$ cat src/rtl/cfgmon_pkg.sv
package cfgmon_pkg;
  localparam int BYTE_W = 8;

  typedef enum logic [2:0] {
    ST_IDLE   = 3'd0,
    ST_PRE    = 3'd1,
    ST_COUNT  = 3'd2,
    ST_WSTART = 3'd3,
    ST_WEND   = 3'd4,
    ST_POST   = 3'd5
  } mon_state_t;

  // Strobes from control to datapath
  typedef struct packed {
    logic clearErr;
    logic raiseErr;
    logic loadCount;
    logic decCount;
    logic shiftAddr;
    logic latchStart;
  } dp_strobe_t;
endpackage

$ cat src/rtl/cfgmon_ctrl.sv
module cfgmon_ctrl
  import cfgmon_pkg::*;
#(
  parameter int unsigned ADDR_BYTES = 3,
  parameter logic [BYTE_W-1:0] PRE_CODE = 8'h3C,
  parameter logic [BYTE_W-1:0] POST_CODE = 8'hC3
) (
  input  logic              clk,
  input  logic              rstN,
  input  logic              byteValid,
  input  logic [BYTE_W-1:0] byteData,
  input  logic              cfgReqN,
  input  logic              verifyMismatch,
  input  logic              lockPrev,
  input  logic              addrBad,
  input  logic              countIsOne,
  output dp_strobe_t        strb,
  output mon_state_t        curState,
  output logic              abortPulse
);
  localparam int IDX_W = $clog2(ADDR_BYTES + 1);
  localparam logic [IDX_W-1:0] LAST_IDX = IDX_W'(ADDR_BYTES - 1);

  mon_state_t nextState;
  logic [IDX_W-1:0] fieldIdx, nextIdx;
  logic reqPrev, reqFall, frameErr, abortNow, lastByte;

  assign reqFall  = reqPrev & ~cfgReqN;
  assign lastByte = (fieldIdx == LAST_IDX);

  always_comb begin
    nextState = curState;
    nextIdx   = fieldIdx;
    strb      = '0;
    frameErr  = 1'b0;
    abortNow  = 1'b0;
    case (curState)
      ST_IDLE: begin
        if (reqFall) begin
          strb.clearErr = 1'b1;
          if (lockPrev) begin
            frameErr = 1'b1;
            abortNow = 1'b1;
          end else begin
            nextState = ST_PRE;
          end
        end
      end
      ST_PRE: begin
        if (byteValid) begin
          if (byteData == PRE_CODE) begin
            nextState = ST_COUNT;
          end else begin
            frameErr  = 1'b1;
            abortNow  = 1'b1;
            nextState = ST_IDLE;
          end
        end
      end
      ST_COUNT: begin
        if (byteValid) begin
          strb.loadCount = 1'b1;
          nextIdx   = '0;
          nextState = (byteData == '0) ? ST_POST : ST_WSTART;
        end
      end
      ST_WSTART: begin
        if (byteValid) begin
          strb.shiftAddr = 1'b1;
          if (lastByte) begin
            strb.latchStart = 1'b1;
            nextIdx   = '0;
            nextState = ST_WEND;
          end else begin
            nextIdx = fieldIdx + 1'b1;
          end
        end
      end
      ST_WEND: begin
        if (byteValid) begin
          strb.shiftAddr = 1'b1;
          if (lastByte) begin
            nextIdx = '0;
            if (addrBad) begin
              frameErr  = 1'b1;
              abortNow  = 1'b1;
              nextState = ST_IDLE;
            end else begin
              strb.decCount = 1'b1;
              nextState = countIsOne ? ST_POST : ST_WSTART;
            end
          end else begin
            nextIdx = fieldIdx + 1'b1;
          end
        end
      end
      ST_POST: begin
        if (byteValid) begin
          nextState = ST_IDLE;
          if (byteData != POST_CODE) begin
            frameErr = 1'b1;
            abortNow = 1'b1;
          end
        end
      end
      default: nextState = ST_IDLE;
    endcase
    strb.raiseErr = frameErr | (verifyMismatch & (curState != ST_IDLE));
  end

  always_ff @(posedge clk or negedge rstN) begin
    if (!rstN) begin
      curState   <= ST_IDLE;
      fieldIdx   <= '0;
      reqPrev    <= 1'b1;
      abortPulse <= 1'b0;
    end else begin
      curState   <= nextState;
      fieldIdx   <= nextIdx;
      reqPrev    <= cfgReqN;
      abortPulse <= abortNow;
    end
  end
endmodule

$ cat src/rtl/cfgmon_dp.sv
module cfgmon_dp
  import cfgmon_pkg::*;
#(
  parameter int unsigned ADDR_BYTES = 3,
  parameter int unsigned MAX_ADDR = 32'h000F_FFFF
) (
  input  logic              clk,
  input  logic              rstN,
  input  dp_strobe_t        strb,
  input  logic [BYTE_W-1:0] byteData,
  output logic              addrBad,
  output logic              countIsOne,
  output logic              errN
);
  localparam int ADDR_W = BYTE_W * ADDR_BYTES;
  localparam logic [ADDR_W-1:0] MAX_LIM = ADDR_W'(MAX_ADDR);

  logic [ADDR_W-1:0] fullAddr, startAddr;
  logic [BYTE_W-1:0] winCount;
  logic [1:0]        errStage;
  logic              errSticky;

  // Address assembly: bytes arrive least significant first
  generate
    if (ADDR_BYTES == 1) begin : g_single
      assign fullAddr = byteData;
    end else begin : g_multi
      logic [ADDR_W-BYTE_W-1:0] addrHold;
      assign fullAddr = {byteData, addrHold};
      always_ff @(posedge clk or negedge rstN) begin
        if (!rstN)               addrHold <= '0;
        else if (strb.shiftAddr) addrHold <= fullAddr[ADDR_W-1:BYTE_W];
      end
    end
  endgenerate

  assign addrBad    = (fullAddr < startAddr) || (fullAddr > MAX_LIM);
  assign countIsOne = (winCount == BYTE_W'(1));

  always_ff @(posedge clk or negedge rstN) begin
    if (!rstN) begin
      startAddr <= '0;
      winCount  <= '0;
    end else begin
      if (strb.latchStart) startAddr <= fullAddr;
      if (strb.loadCount)      winCount <= byteData;
      else if (strb.decCount)  winCount <= winCount - 1'b1;
    end
  end

  // Two-stage report pipeline, then a sticky flag
  always_ff @(posedge clk or negedge rstN) begin
    if (!rstN) begin
      errStage  <= '0;
      errSticky <= 1'b0;
    end else begin
      errStage <= {errStage[0], strb.raiseErr};
      if (strb.clearErr)     errSticky <= 1'b0;
      else if (errStage[1])  errSticky <= 1'b1;
    end
  end

  assign errN = ~(errStage[1] | errSticky);
endmodule

$ cat src/rtl/cfgStreamMon.sv
module cfgStreamMon
  import cfgmon_pkg::*;
#(
  parameter int unsigned ADDR_BYTES = 3,
  parameter int unsigned MAX_ADDR = 32'h000F_FFFF,
  parameter logic [7:0] PRE_CODE = 8'h3C,
  parameter logic [7:0] POST_CODE = 8'hC3
) (
  input  logic       clk,
  input  logic       rstN,
  input  logic       byteValid,
  input  logic [7:0] byteData,
  input  logic       cfgReqN,
  input  logic       verifyMismatch,
  input  logic       lockPrev,
  output logic       errN,
  output logic       abortPulse,
  output logic       busy,
  output logic [2:0] state
);
  dp_strobe_t strb;
  mon_state_t curState;
  logic addrBad, countIsOne;

  cfgmon_ctrl #(
    .ADDR_BYTES(ADDR_BYTES), .PRE_CODE(PRE_CODE), .POST_CODE(POST_CODE)
  ) u_ctrl (
    .clk(clk), .rstN(rstN), .byteValid(byteValid), .byteData(byteData),
    .cfgReqN(cfgReqN), .verifyMismatch(verifyMismatch), .lockPrev(lockPrev),
    .addrBad(addrBad), .countIsOne(countIsOne), .strb(strb),
    .curState(curState), .abortPulse(abortPulse)
  );

  cfgmon_dp #(
    .ADDR_BYTES(ADDR_BYTES), .MAX_ADDR(MAX_ADDR)
  ) u_dp (
    .clk(clk), .rstN(rstN), .strb(strb), .byteData(byteData),
    .addrBad(addrBad), .countIsOne(countIsOne), .errN(errN)
  );

  assign state = curState;
  assign busy  = (curState != ST_IDLE);
endmodule

$ cat config.mk
export PLATFORM = sky130hd
export DESIGN_NAME = cfgStreamMon
export DESIGN_NICKNAME = d
export VERILOG_FILES = /design/src/rtl/cfgmon_pkg.sv /design/src/rtl/cfgmon_ctrl.sv /design/src/rtl/cfgmon_dp.sv /design/src/rtl/cfgStreamMon.sv
export SDC_FILE = /design/constraint.sdc
export NUM_CORES = 1
export LEC_CHECK = 0
export BUFFER_PORTS_ARGS = -buffer_cell sky130_fd_sc_hd__buf_2
export CORE_MARGIN = 2
export CORE_UTILIZATION = 55
export CTS_CLUSTER_SIZE = 28
export DETAILED_ROUTE_END_ITERATION = 8
export PLACE_DENSITY_LB_ADDON = 0.3
export REMOVE_ABC_BUFFERS = 1
export SETUP_SLACK_MARGIN = 0.15
export SLEW_MARGIN = 30
export SYNTH_ARGS = -nofsm -noshare
export SYNTH_HDL_FRONTEND = slang
export SYNTH_SLANG_ARGS = --single-unit
export TNS_END_PERCENT = 1
$ cat constraint.sdc
create_clock -name clk -period 2.9 [get_ports clk]
set_input_delay 0.145 -clock clk [delete_from_list [all_inputs] [get_ports clk]]
set_output_delay 0.145 -clock clk [all_outputs]
set_load 0.05 [all_outputs]
# Word-level counts from Yosys, hierarchy flattened
# Index checks and enable logic that the tools add are counted.
word_totals:
  rom_bits: 0
  inputBits: 14
  ff_bits: 58
  elab_cells: 92
  output_inout_bits: 6
  mem_count: 0
  latchBits: 0
  ram_bits: 0
op_classes:
  n_addsub: 2
  n_shift: 0
  order_cmp: 2
  n_mux: 44
  bitwise: 6
  n_eq_ne: 19
  div: 0
  n_reduce_logical: 10
  multipliers: 0
op_table:
  columns: ["op", "n"]
  rows:
  - ["3-bit 2-to-1 mux", 12]
  - ["24-bit by 20-bit greater-than comparator with 1-bit output (second input constant)", 1]
  - ["24-bit less-than comparator", 1]
  - ["1-bit 2-to-1 mux", 20]
  - ["3-bit case mux with 6 select lines", 1]
  - ["8-bit 2-to-1 mux", 2]
  - ["2-bit 2-to-1 mux", 6]
  - ["2-bit inequality test (second input constant)", 6]
  - ["9-bit AND reduction", 1]
  - ["8-bit by 1-bit equality test with 1-bit output (second input constant)", 1]
  - ["8-bit by 6-bit equality test with 1-bit output (second input constant)", 1]
  - ["8-bit logical NOT", 1]
  - ["2-bit by 1-bit inequality test with 1-bit output (second input constant)", 4]
  - ["8-bit inequality test (second input constant)", 1]
  - ["8-bit by 1-bit subtractor with 8-bit output (second input constant)", 1]
  - ["3-bit by 2-bit equality test with 1-bit output (second input constant)", 2]
  - ["3-bit equality test (second input constant)", 2]
  - ["2-bit nonzero test", 3]
  - ["1-bit case mux with 4 select lines", 1]
  - ["2-bit case mux with 2 select lines", 1]
  - ["3-bit by 1-bit equality test with 1-bit output (second input constant)", 1]
  - ["3-bit logical NOT", 1]
  - ["3-bit AND reduction", 1]
  - ["3-bit nonzero test", 1]
  - ["other kinds (8)", 11]

# Depth between registers and ports, before layout
logic_depth:
  depth_word: 8
  depth_mapped: 10
  ltp_nobuf: 9

# By module
# Synthesis repeated with hierarchy kept, for this count alone.
hier_totals:
  cells_unflattened: 320
  area_unflattened_um2: 3123.0
by_module_without_submodules:
  columns: ["module", "seq_area_each_um2", "area_each_um2", "n_inst", "cells_per_inst"]
  rows:
  - ["cfgmon_dp", 1276.2, 2516.2, 1, 246]
  - ["cfgmon_ctrl", 176.4, 600.6, 1, 73]
  - ["cfgStreamMon", 0.0, 6.3, 1, 1]

# Least setup slack after synthesis
# OpenSTA, ideal clock, no wires.
synth_timing:
  path_kind: "register -> register"
  startpoint: "reg u_dp.g_multi.addrHold[9]"
  endpoint: "reg u_dp.winCount[5]"
  required_time_ns: 2.774
  arrival_time_ns: 2.284
  period_less_slack_ns: 2.410
  setup_time_ns: 0.126
  stages_incl_launch_ff: 10
  slack_ns: 0.490
  path_buffers: 1
  cell_sequence: "dfrtp_1 -> ha_1 -> a21oi_1 -> o21ai_0 -> a221o_1 -> a31o_1 -> o21a_1 -> buf_6 -> mux2_4 -> a221o_1"
synth_between:
  elab_chain_cells: 7
  word_cells_on_any_way: 8
  classes_between: "order compare (2); mux (4); reduce/logical (2)"
synth_lines:
  columns: ["element", "line", "rtl"]
  rows:
  - ["start, declared", "cfgmon_dp.sv:28", "logic [ADDR_W-BYTE_W-1:0] addrHold;"]
  - ["start signal, assigned", "cfgmon_dp.sv:32", "else if (strb.shiftAddr) addrHold <= fullAddr[ADDR_W-1:BYTE_W];"]
  - ["24-bit less-than comparator or 24-bit by 20-bit greater-than comparator with 1-bit output (tied branches)", "cfgmon_dp.sv:37", "assign addrBad = (fullAddr < startAddr) || (fullAddr > MAX_LIM);"]
  - ["1-bit logical OR *", "cfgmon_dp.sv:37", null]
  - ["1-bit 2-to-1 mux *", "cfgmon_ctrl.sv:84", "if (addrBad) begin"]
  - ["1-bit 2-to-1 mux *", "cfgmon_ctrl.sv:82", "if (lastByte) begin"]
  - ["2-bit 2-to-1 mux *", "cfgmon_ctrl.sv:80", "if (byteValid) begin"]
  - ["1-bit 2-to-1 mux *", "cfgmon_ctrl.sv:37", "case (curState)"]
  - ["2-bit nonzero test (no source line) *", null, null]
  - ["end signal, assigned", "cfgmon_dp.sv:46", "if (strb.loadCount) winCount <= byteData;"]
  - ["end signal, assigned", "cfgmon_dp.sv:47", "else if (strb.decCount) winCount <= winCount - 1'b1;"]
  - ["end, declared", "cfgmon_dp.sv:19", "logic [BYTE_W-1:0] winCount;"]
# Mark *: on every way between the ends. The rest lies on a longest branch, timed or not.
# A chain may end at the register's enable or synchronous reset.

# Worst setup path in the final report
layout_timing:
  startpoint: "reg u_dp.g_multi.addrHold[15]"
  endpoint: "reg u_dp.winCount[5]"
# Same word-level chain as after synthesis.

==> impl_metrics.env <==
export IMPL_status="complete, no violations"
export IMPL_clk_latency_ns=0.34
export IMPL_antennaDiodeCount=0
export IMPL_critical_setup_path_kind="reg2reg"
export IMPL_switching_power_w=0.001373
export IMPL_cts_buffer_depth=2
export IMPL_port_buffer_count=19
export IMPL_fill_cells=459
export IMPL_floorplan_core_area_um2=5473
export IMPL_comb_pwr_share_pct=39.9
export IMPL_final_antenna_net_count=0
export IMPL_netlist_instances=316
export IMPL_yosysUniqueCellTypes=45
export IMPL_detail_route_vias_per_cell=5.750
export IMPL_setup_viol_count_final=0
export IMPL_synth_ff_latch_count=58
export IMPL_syn_cell_area_um2=3114
export IMPL_reg_area_um2=1453
export IMPL_maxCapViolCount=0
export IMPL_synth_async_sr_flop_share_pct=100.0
export IMPL_layout_nets=382
export IMPL_synth_yosys_seq_area_share_pct=46.65
export IMPL_drt_first_iter_violations=134
export IMPL_power_switching_fraction_pct=38.86
export IMPL_seq_power_share_pct=40.7
export IMPL_grt_busiest_layer="met2"
export IMPL_fp_dieW_um=79.25
export IMPL_drt_pass1_iter_count=4
export IMPL_dp_cells=402
export IMPL_grt_met1_usage_pct=32.59
export IMPL_power_clock_fraction_pct=19.5
export IMPL_synthesis_yosys_warnings=0
export IMPL_slew_headroom_pct=51.64
export IMPL_fin_crit_ns=2.682
export IMPL_largest_cells_by_area_after_synthesis="dfrtp_1 (46%), ha_1 (10%), mux2_2 (6.5%)"
export IMPL_mostFrequentLayoutCells="dfrtp_1 (57), nand2_1 (38), o21ai_0 (37)"
export IMPL_worst_setup_path_end_kind="register"
export IMPL_post_synth_cell_area_avg_um2=9.855
export IMPL_multi_input_logic_area_um2=1510
export IMPL_cp_start_kind="register"
export IMPL_synth_edff_count=0
export IMPL_tritoncts_num_sinks=58
export IMPL_design_portCount=20
export IMPL_first_pass_grt_wire_length_mm=11.60
export IMPL_grt_met2_usage_pct=37.97
export IMPL_postLayoutCoreUtil_pct=64.04
export IMPL_die_height_um=79.25
export IMPL_achievable_frequency_mhz=372.9
export IMPL_globalRoute_totalOverflow=0
export IMPL_starting_density_pct=56.90
export IMPL_design_die_area_um2=6280
export IMPL_clock_skew_final_ns=0.01026
export IMPL_grt_pass1_vias=2480
export IMPL_pin_count_of_the_biggest_net_entering_global_routing=31
export IMPL_cp_max_fo=8
export IMPL_route_vias_total=2415
export IMPL_worstHoldPathType="in2reg"
export IMPL_slew_violations=0
export IMPL_power_internal_w=0.002160
export IMPL_crit_required_ns=3.13
export IMPL_final_period_utilization_pct=92.48
export IMPL_netlist_top_cell_by_area="dfrtp_1"
export IMPL_vdd_drop_max_uv=553.3
export IMPL_met3_usage_pct=5.568
export IMPL_cts_tree="built"
export IMPL_antenna_found_initial=0
export IMPL_std_cell_rows=27
export IMPL_tightest_slew_ns=0.7237
export IMPL_hpwl_mm=4.629
export IMPL_wirelength_mm=6.561
export IMPL_root_buffer="clkbuf_8"
export IMPL_clk_pin_slew_worst_paths_ns=0.07
export IMPL_most_frequently_used_flop_master_after_synthesis="dfrtp_1"
export IMPL_finish_cell_count_without_fillers=420
export IMPL_syn2layout_area_growth_pct=12.54
export IMPL_hold_viol_final=0
export IMPL_drive_gt1_share_pct=17.82
export IMPL_layout_commonest_cell="dfrtp_1"
export IMPL_cts_inserted_buffers=9
export IMPL_synth_top_area_share_pct=45.80
export IMPL_detail_route_drc_violations=0
export IMPL_routedWlPerCell_um=15.62
export IMPL_postCtsSetupBuffers=0
export IMPL_grt_setup_unrepaired="yes"
export IMPL_place_congestion=0.9224
export IMPL_groute_usage_overall_pct=24.17
export IMPL_power_density_nw_per_um2=1008
export IMPL_cp_data_arrival_time_ns=2.91
export IMPL_leakagePower_nw=1.708
export IMPL_cts_max_level=3
routing by layer:
metal | wire (um) | vias up
met4 | 86 | 0
met2 | 3174 | 51
met1 | 2975 | 1181
li1 | - | 1174
met3 | 325 | 9
met5 | 0 | -
sequential cells by signal, summed over array words and instances, names as in the netlist:
name                   cells
u_ctrl.abortPulse          1
u_ctrl.curState            3
u_ctrl.fieldIdx            2
u_ctrl.reqPrev             1
u_dp.errStage              2
u_dp.errSticky             1
u_dp.g_multi.addrHold     16
u_dp.startAddr            24
u_dp.winCount              8
worst paths after layout:
check / start / to / slack (ns) / depth (start not counted)
worst min-delay path: verifyMismatch / u_dp.errStage[0]$_DFF_PN0_ / 0.01 / 2
worst max-delay path: u_dp.g_multi.addrHold[15]$_DFFE_PN0P_ / u_dp.winCount[5]$_DFFE_PN0P_ / 0.22 / 8
worst max register to register: u_dp.g_multi.addrHold[15]$_DFFE_PN0P_ / u_dp.winCount[5]$_DFFE_PN0P_ / 0.22 / 8
worst min register to register: u_dp.errStage[0]$_DFF_PN0_ / u_dp.errStage[1]$_DFF_PN0_ / 0.35 / 0
max in group asynchronous: rstN / u_ctrl.reqPrev$_DFF_PN1_ / 1.66 / 3
min in group asynchronous: rstN / u_dp.startAddr[0]$_DFFE_PN0P_ / 0.38 / 2
critical path, cell delays in order, from the launching register on:
cell and delay [ns]:
dfrtp_1 0.42, ha_1 0.31, nand2_1 0.07, o21ai_0 0.14, or2b_2 0.32, a31oi_1 0.29
o21a_1 0.39, mux2_4 0.34, a221o_1 0.29
layout make-up:
| class | instances | area share, % |
|---|---|---|
| clock buffer | 14 | 4.927 |
| multi-input combinational | 218 | 43.09 |
| sequential | 58 | 41.45 |
| inverter | 29 | 3.106 |
| tap | 72 | 2.571 |
| clock inverter | 2 | 0.2856 |
| timing repair buffer | 27 | 4.570 |
Yosys cell counts, types with 2 or more instances:
master and number:
a221oi_1 2, o21a_1 3, nor2b_1 3, a221o_1 7
dfrtp_1 57, mux2_2 18, nand2b_1 2, nor4_1 3
ha_1 25, nor3_1 5, o211ai_1 2, inv_1 29
nand2_1 38, a21oi_1 7, or4_1 2, a21o_1 5
nand3_1 5, and3_1 2, and2_1 4, or3_1 3
a31oi_1 2, clkbuf_1 9, o21ai_1 2, nor2_1 18
o21ai_0 37, mux2i_1 4, nand4_1 4
power groups by stage:
stage / logic (W) / registers (W) / clock network, W
after floorplan: 0.000994 / 0.00146 / 0
after global placement: 0.00134 / 0.00143 / 0
after detailed placement: 0.00139 / 0.00145 / 0
after CTS: 0.00141 / 0.00144 / 0.000701
after global routing: 0.00162 / 0.00149 / 0.000732
final: 0.00141 / 0.00144 / 0.000688
through the flow:
stage,total power [W],setup WS [ns],area [um^2],setup TNS (ns),hold slack (ns)
after CTS,0.003552,0.2597,3501,0,0.002878
final,0.003532,0.2182,3505,0,0.01358
after global routing,0.003833,0.06042,3505,0,0.01308
after floorplan,0.002454,-0.1414,3065,-0.1414,-0.1506
after global placement,0.002770,0.3368,3298,0,0.2184
after detailed placement,0.002839,0.2630,3298,0,0.2186
timing repair:
| action | CTS | global route |
|---|---|---|
| resized for setup | 0 | 1 |
| endpoints found under the hold margin | 30 | 0 |
| setup endpoints to repair | 0 | 2 |
| hold buffers | 2 | 0 |
cells by family after synthesis:
kind of cell	share of synthesized area, %
XOR/XNOR	0.2813
AO/OA/AOI/OAI	15.79
adder cells (fa/ha/maj)	10.04
multiplexers	8.276
buffers and inverters	5.062
AND/OR/NAND/NOR	13.90
flip-flops	46.65
Note: power is estimated with default switching activity, not from simulation.
